### src/rtl/brnpc_pkg.sv
package brnpc_pkg;
  localparam int XLEN  = 32;
  localparam int IMM_W = 16;
  localparam int OP_W  = 6;

  localparam logic [OP_W-1:0] OP_CBR = 6'b101111;
  localparam logic [OP_W-1:0] OP_PFX = 6'b101100;
  localparam logic [OP_W-1:0] OP_BRK = 6'b101110;

  typedef enum logic [3:0] {
    CC_EQ = 4'd0, CC_NE = 4'd1, CC_LT = 4'd2,
    CC_LE = 4'd3, CC_GT = 4'd4, CC_GE = 4'd5
  } cc_e;

  typedef struct packed {
    logic             is_cbr;
    logic             is_pfx;
    logic             is_brk;
    logic             dly;
    logic [3:0]       cc;
    logic [4:0]       ra;
    logic [IMM_W-1:0] imm;
  } dec_t;

  // signed compare of a register value against zero
  function automatic logic cond_met(input logic [3:0] cc, input logic [XLEN-1:0] v);
    logic neg, zero;
    neg  = v[XLEN-1];
    zero = (v == '0);
    case (cc)
      CC_EQ:   cond_met = zero;
      CC_NE:   cond_met = !zero;
      CC_LT:   cond_met = neg;
      CC_LE:   cond_met = neg || zero;
      CC_GT:   cond_met = !neg && !zero;
      CC_GE:   cond_met = !neg;
      default: cond_met = 1'b0;
    endcase
  endfunction

  // branch offset: merged with a pending prefix or sign-extended
  function automatic logic [XLEN-1:0] form_offset(input logic use_hi,
                                                  input logic [IMM_W-1:0] hi,
                                                  input logic [IMM_W-1:0] lo);
    if (use_hi) form_offset = {hi, lo};
    else        form_offset = {{(XLEN-IMM_W){lo[IMM_W-1]}}, lo};
  endfunction
endpackage

### src/rtl/brnpc_decode.sv
module brnpc_decode
  import brnpc_pkg::*;
(
  input  logic [XLEN-1:0] word,
  output dec_t            dec
);
  localparam int OP_LSB = XLEN - OP_W;

  logic [OP_W-1:0] op;
  assign op = word[XLEN-1:OP_LSB];

  always_comb begin
    dec        = '0;
    dec.is_cbr = (op == OP_CBR);
    dec.is_pfx = (op == OP_PFX);
    dec.is_brk = (op == OP_BRK);
    dec.dly    = word[OP_LSB-1];
    dec.cc     = word[OP_LSB-2 -: 4];
    dec.ra     = word[OP_LSB-6 -: 5];
    dec.imm    = word[IMM_W-1:0];
  end
endmodule

### src/rtl/brnpc_cond.sv
module brnpc_cond
  import brnpc_pkg::*;
(
  input  logic            is_cbr,
  input  logic [3:0]      cc,
  input  logic [XLEN-1:0] ra_val,
  output logic            take
);
  assign take = is_cbr && cond_met(cc, ra_val);
endmodule

### src/rtl/brnpc_seq.sv
module brnpc_seq
  import brnpc_pkg::*;
(
  input  logic             clk,
  input  logic             rst_n,
  input  logic             vld,
  input  dec_t             dec,
  output logic             pfx_q,
  output logic [IMM_W-1:0] pfx_hi_q,
  output logic             slot_q,
  output logic             evt_hold
);
  always_ff @(posedge clk or negedge rst_n) begin
    if (!rst_n) begin
      pfx_q    <= 1'b0;
      pfx_hi_q <= '0;
      slot_q   <= 1'b0;
    end else if (vld) begin
      pfx_q  <= dec.is_pfx;
      slot_q <= dec.is_cbr && dec.dly;
      if (dec.is_pfx) pfx_hi_q <= dec.imm;
    end
  end

  always_comb begin
    if (vld) evt_hold = dec.is_pfx || (dec.is_cbr && dec.dly);
    else     evt_hold = pfx_q || slot_q;
  end
endmodule

### src/rtl/brnpc_top.sv
module brnpc_top
  import brnpc_pkg::*;
#(
  parameter int PC_STEP = 4
) (
  input  logic            clk,
  input  logic            rst_n,
  input  logic            instr_valid,
  input  logic [XLEN-1:0] instr,
  input  logic [XLEN-1:0] pc,
  input  logic [XLEN-1:0] ra_val,
  input  logic            irq_req,
  input  logic            brk_req,
  output logic [4:0]      ra_idx,
  output logic [XLEN-1:0] next_pc,
  output logic [1:0]      bubble_cnt,
  output logic            irq_ack,
  output logic            brk_ack,
  output logic            illegal_slot
);
  localparam logic [XLEN-1:0] STEP = XLEN'(PC_STEP);

  dec_t             dec;
  logic             br_taken;
  logic             pfx_q;
  logic [IMM_W-1:0] pfx_hi_q;
  logic             slot_q;
  logic             evt_hold;
  logic [XLEN-1:0]  br_off;

  brnpc_decode u_dec (.word(instr), .dec(dec));

  brnpc_cond u_cond (
    .is_cbr(dec.is_cbr && instr_valid), .cc(dec.cc), .ra_val(ra_val), .take(br_taken)
  );

  brnpc_seq u_seq (
    .clk(clk), .rst_n(rst_n), .vld(instr_valid), .dec(dec),
    .pfx_q(pfx_q), .pfx_hi_q(pfx_hi_q), .slot_q(slot_q), .evt_hold(evt_hold)
  );

  assign ra_idx = dec.ra;
  assign br_off = form_offset(pfx_q, pfx_hi_q, dec.imm);

  always_comb begin
    if (!instr_valid)  next_pc = pc;
    else if (br_taken) next_pc = pc + br_off;
    else               next_pc = pc + STEP;
  end

  always_comb begin
    if (br_taken) bubble_cnt = dec.dly ? 2'd1 : 2'd2;
    else          bubble_cnt = 2'd0;
  end

  assign brk_ack      = brk_req && !evt_hold;
  assign irq_ack      = irq_req && !brk_req && !evt_hold;
  assign illegal_slot = instr_valid && slot_q && (dec.is_pfx || dec.is_cbr || dec.is_brk);
endmodule

### config.mk
export PLATFORM = sky130hd
export DESIGN_NAME = brnpc_top
export DESIGN_NICKNAME = d
export VERILOG_FILES = /design/src/rtl/brnpc_pkg.sv /design/src/rtl/brnpc_decode.sv /design/src/rtl/brnpc_cond.sv /design/src/rtl/brnpc_seq.sv /design/src/rtl/brnpc_top.sv
export SDC_FILE = /design/constraint.sdc
export NUM_CORES = 1
export LEC_CHECK = 0
export ABC_AREA = 1
export BUFFER_PORTS_ARGS = -buffer_cell sky130_fd_sc_hd__buf_2
export CAP_MARGIN = 10
export CORE_MARGIN = 5
export CORE_UTILIZATION = 55
export DETAILED_ROUTE_END_ITERATION = 12
export PLACE_DENSITY_LB_ADDON = 0.1
export SYNTH_ARGS = -nofsm -noshare
export SYNTH_HDL_FRONTEND = slang
export SYNTH_HIERARCHICAL = 1
export SYNTH_SLANG_ARGS = --single-unit
### constraint.sdc
create_clock -name clk -period 4.06 [get_ports clk]
set_input_delay 0.812 -clock clk [delete_from_list [all_inputs] [get_ports clk]]
set_output_delay 0.812 -clock clk [all_outputs]
set_load 0.005 [all_outputs]
; ---- After elaboration in Yosys (flattened, before gate mapping)
; Index checks and enable logic that the tools add are counted.
; W data, S select, Z words.
[word_totals]
output_inout_bits = 42
in_bits = 101
regBits = 18
[classes]
n_addsub = 2
reduce_logical = 21
n_eq_ne = 8
muxes = 7
[op_table]
columns = cell, n
row1 = $mux W32, 3
row2 = $add A32 B3 Y32 const B, 1
row3 = $add A32 B32 Y32, 1
row4 = $logic_not A32 Y1, 1
row5 = $eq A6 B6 Y1 const B, 3
row6 = $logic_and A1 B1 Y1, 9
row7 = $eq A4 B2 Y1 const B, 2
row8 = $eq A4 B3 Y1 const B, 2
row9 = $pmux W1 S6, 1
row10 = $logic_or A1 B1 Y1, 5
row11 = $eq A4 B1 Y1 const B, 1
row12 = $logic_not A1 Y1, 4
row13 = $logic_not A4 Y1, 1
row14 = $mux W2, 2
row15 = $reduce_and A2 Y1, 1
row16 = $mux W1, 1

; ---- Longest topological paths before layout
[depth]
ltp_word = 7
ltp_mapped = 19
depth_no_buf = 17

; ---- Hierarchy
; The synthesis kept the hierarchy.
[modules_own_cells]
columns = module, instances, seq_area_each_um2, cells_each, area_per_inst_um2
row1 = brnpc_top, 1, 0.0, 829, 3950.0
row2 = brnpc_seq, 1, 450.4, 83, 784.5
row3 = brnpc_decode, 1, 0.0, 38, 242.7
row4 = brnpc_cond, 1, 0.0, 48, 192.7

; ---- Worst setup path before layout
; No wires, ideal clock.
[synth_path]
path_kind = input to output
startpoint = input instr[15]
endpoint = output next_pc[27]
path_buffers = 2
cell_stages = 15
arrival_ps = 2645
slack_ps = 603
required_ps = 3248
path_cell_list = buf_4 nand2_1 clkbuf_1 nand2_1 ha_1 nand2_1 inv_1 nand2_1 nand2_1 o21bai_1 a21oi_1 nand2_1 nand2_1 nand3_1 a21oi_1
[synth_between]
elab_chain_len = 4
[synth_rtl]
columns = element, line
row1 = start: declaration, brnpc_top.sv:9  ; input logic [XLEN-1:0] instr,
row2 = $mux W32, brnpc_pkg.sv:45  ; if (use_hi) form_offset = {hi, lo};
row3 = $add A32 B32 Y32, brnpc_top.sv:47  ; else if (br_taken) next_pc = pc + br_off;
row4 = $mux W32, brnpc_top.sv:47
row5 = $mux W32, brnpc_top.sv:46  ; if (!instr_valid) next_pc = pc;
row6 = end: declaration, brnpc_top.sv:15  ; output logic [XLEN-1:0] next_pc,
; No other way between the ends.

; ---- Worst setup path in the final report
[layout_path]
startpoint = input instr[15]
endpoint = output next_pc[31]
; The elaborated chain is that of the path after synthesis.

==> impl_results.md <==
- Outcome: complete, no violations
- Cts bufs inserted: 3
- DP HPWL: 14.6 mm
- Cell mode on critical path: nand2_1
- Worst setup SP type: input port
- Synth cell count leaders: nand2_1 (381), inv_1 (149), nor2_1 (112)
- CP Class: in -> out
- Count leader, synth: nand2_1
- Vias in the first global route: 5764
- CP Data Arrival Time: 2.90 ns
- Reg2reg end: u_seq/pfx_q
- Adder-cell share of the synthesized area: 8.13%
- Worst-path fanout max: 16
- Critical-path cell list: buf_2 -> nand2_1 -> buf_4 -> nand2_1 -> ha_1 -> nand2_1 -> nor2_1 -> nand2_1 -> nor4_1 -> nand2_1 -> nand3_1 -> nand3_1 -> a21oi_1 -> buf_2
- Finish-stage setup viols: 0
- RePlAce Congestion: 0.958
- Pin count of the biggest net entering global routing: 32
- Crit end category: output port
- Synth Area in Simple Gates: 50.7%
- Post-Syn Area per Cell: 5.18 sq um
- Achievable Freq: 269 MHz
- R2R setup slack: 3.25 ns
- Clock transition at path regs: 0.08 ns
- Asr flop ratio synth: 100%
- # Post-CTS Setup Buffers: 0
- Syn_nets: 1132
- Multi-input logic area: 3810 sq um
- Min Tclk post-route: 3.72 ns
- Die Area: 11400 sq um
- Crit path to: next_pc[31]
- Ant diodes: 0
- Max-cap violations: 0
- Instance count on the critical path: 14
- GRT Resource Usage Total: 30.0%
- Syn Inst Count: 998
- CTS root buffer: clkbuf_8
- Core area: 9200 sq um
- Hold Path Class: in -> async
- Max Root-Sink Buffers: 2
- Compound-Gate Fraction of Synth Area: 11.2%
- Initial drt markers: 447
- CTS tree: built
- Slew headroom: 69.8%
- VDD IR max: 112 uV
- Post-synth EDFFs: 0
- Leakage power: 3.46 nW
- Die Y: 107 um
- CTS sink count: 18
- Fin. Hold Viols: 0
- Yosys top cell by area: nand2_1
- Final slew viol count: 0
- CP required: 3.25 ns
- Worst Setup SP: instr[15]
- Yosys warning count: 6
- Drt first pass iters: 5
- Hold_buf cts: 0
- P&R area growth vs syn: 11.5%
- Max incr delay on CP: 0.39 ns
- CTS resizes: 0
- Vias per cell: 5.27
- Yosys reg bits: 18
- Ys flop type: dfrtp_1
- GR Overflow Total: 0
- Slew at the pin closest to its max-slew limit: 0.453 ns
- Drt wl/cell: 14.3 um
- DR DRC count: 0
- IO Pins: 143
- Share of cells above drive strength 1: 16.5%
- First-pass GRT wire length: 27.7 mm
- Mapped Area: 5170 sq um
- Clk_skew: 0 ns
- Placed Instances: 1204
- Main combinational cell family by area after synthesis: simple AND/OR/NAND/NOR gates
- Initial Utilization: 56.2%
- Worst reg2reg startpoint: u_seq/pfx_q
- H-tree Lvls: 1
- Post-synthesis xor/xnor area fraction: 3.22%
- Vias: 6361
- Clk Latency, worst-skew pair: 0.25 ns
- Power Density: 160 nW/um^2
- WP buf/inv: 3
- Reg area: 450 sq um
- Cell variety after synth: 43
- Initial antenna violation count: 0
- WL final: 17.3 mm
- Cell count of the worst reg-to-reg path: 3
- Period Utilization, post-route: 91.5%
- Mux contribution to synthesized area: 0.436%
- Crit-path slowest cell: ha_1
- Post-DRT Antenna Nets: 0
- IO buf count: 132
- Row cnt: 35
- Setup TNS after final layout: 0 ns
- Fill cells: 1022
- Dominant cells by area after synthesis: nand2_1 (28%), inv_1 (11%), dfrtp_1 (8.7%)
- Die X: 107 um
- Crit-path leading delay family: simple AND/OR/NAND/NOR gates
- Fin cells: 1208
- Nets: 1232
- Sequential fraction of the synthesis area: 8.71%
- RSZ-0062 raised after global routing: false
- Post-synth top area share: 27.7%
-- placed cells by master (no fill, tap or decap), drive strengths merged --
master | Yosys | routed
o21ai | 31 | 31
nor3 | 12 | 12
a22oi | 9 | 9
buf | 36 | 141
a31oi | 4 | 4
xnor2 | 3 | 3
a32oi | 1 | 1
nor4 | 2 | 2
clkinv | 1 | 1
nor2 | 120 | 120
o311a | 1 | 1
nand3b | 12 | 12
o21bai | 4 | 4
xor2 | 16 | 16
or2 | 2 | 2
nand3 | 69 | 69
nand2 | 394 | 394
mux2 | 2 | 2
o22ai | 1 | 1
clkbuf | 10 | 4
ha | 32 | 32
dfrtp | 18 | 18
a21oi | 54 | 54
inv | 154 | 154
nand4 | 7 | 7
fa | 1 | 1
and2 | 2 | 2
-- logic make-up (layout without fill, tap and decap cells) --
logic type / after synthesis / in the layout
XOR/XNOR: 19 / 19
AO/OA/AOI/OAI: 105 / 105
AND/OR/NAND/NOR: 620 / 620
multiplexers: 2 / 2
buffers and inverters: 201 / 300
adder cells (fa/ha/maj): 33 / 33
flip-flops: 18 / 18
-- registers in the layout, summed over array words and instances, names as in the netlist --
register        flops
u_seq/pfx_hi_q     16
u_seq/pfx_q         1
u_seq/slot_q        1
-- per-layer routing --
| layer | vias up | track usage, % | part of all wire [%] |
|---|---|---|---|
| met5 | - | 0 | 0 |
| met4 | 0 | 10.9 | 4.3 |
| met3 | 40 | 3.67 | 7.4 |
| met2 | 260 | 53.1 | 47 |
| met1 | 2756 | 37.1 | 41 |
| li1 | 3305 | - | - |
-- worst min-delay path by stage --
stage,to,cells after the start,slack (ns)
floorplan,u_seq/pfx_hi_q[14],2,0.44
global placement,u_seq/pfx_hi_q[6],2,0.46
detailed placement,u_seq/pfx_hi_q[1],2,0.46
CTS,u_seq/pfx_hi_q[14],1,0.48
global route,u_seq/pfx_hi_q[1],2,0.50
finish,u_seq/pfx_hi_q[15],1,0.48
-- final cells by class --
type                       instances  area share (%)
inverter                         155            10.1
multi-input combinational        779            66.1
clock buffer                       4           0.955
tap                              111            2.41
sequential                        18            7.81
timing repair buffer             141            12.6
-- power breakdown --
group / total, mW / internal, mW / switching (mW)
Sequential: 0.214 / 0.200 / 0.0138
Combinational: 0.556 / 0.204 / 0.352
Clock: 0.150 / 0.0862 / 0.0636
-- per-stage QoR --
stage / worst slack [ns] / instance area (sq um) / hold slack, ns / power (mW) / util (%)
after CTS: 0.388 / 5770 / 0.477 / 0.917 / 62.7
after global routing: 0.142 / 5770 / 0.498 / 1.01 / 62.7
after detailed placement: 0.390 / 5710 / 0.460 / 0.765 / 62.1
after floorplan: 0.603 / 5170 / 0.442 / 0.592 / -
after global placement: 0.372 / 5710 / 0.456 / 0.762 / 62.1
final: 0.344 / 5770 / 0.477 / 0.920 / 62.7
Note: power is estimated with default switching activity, not from simulation.
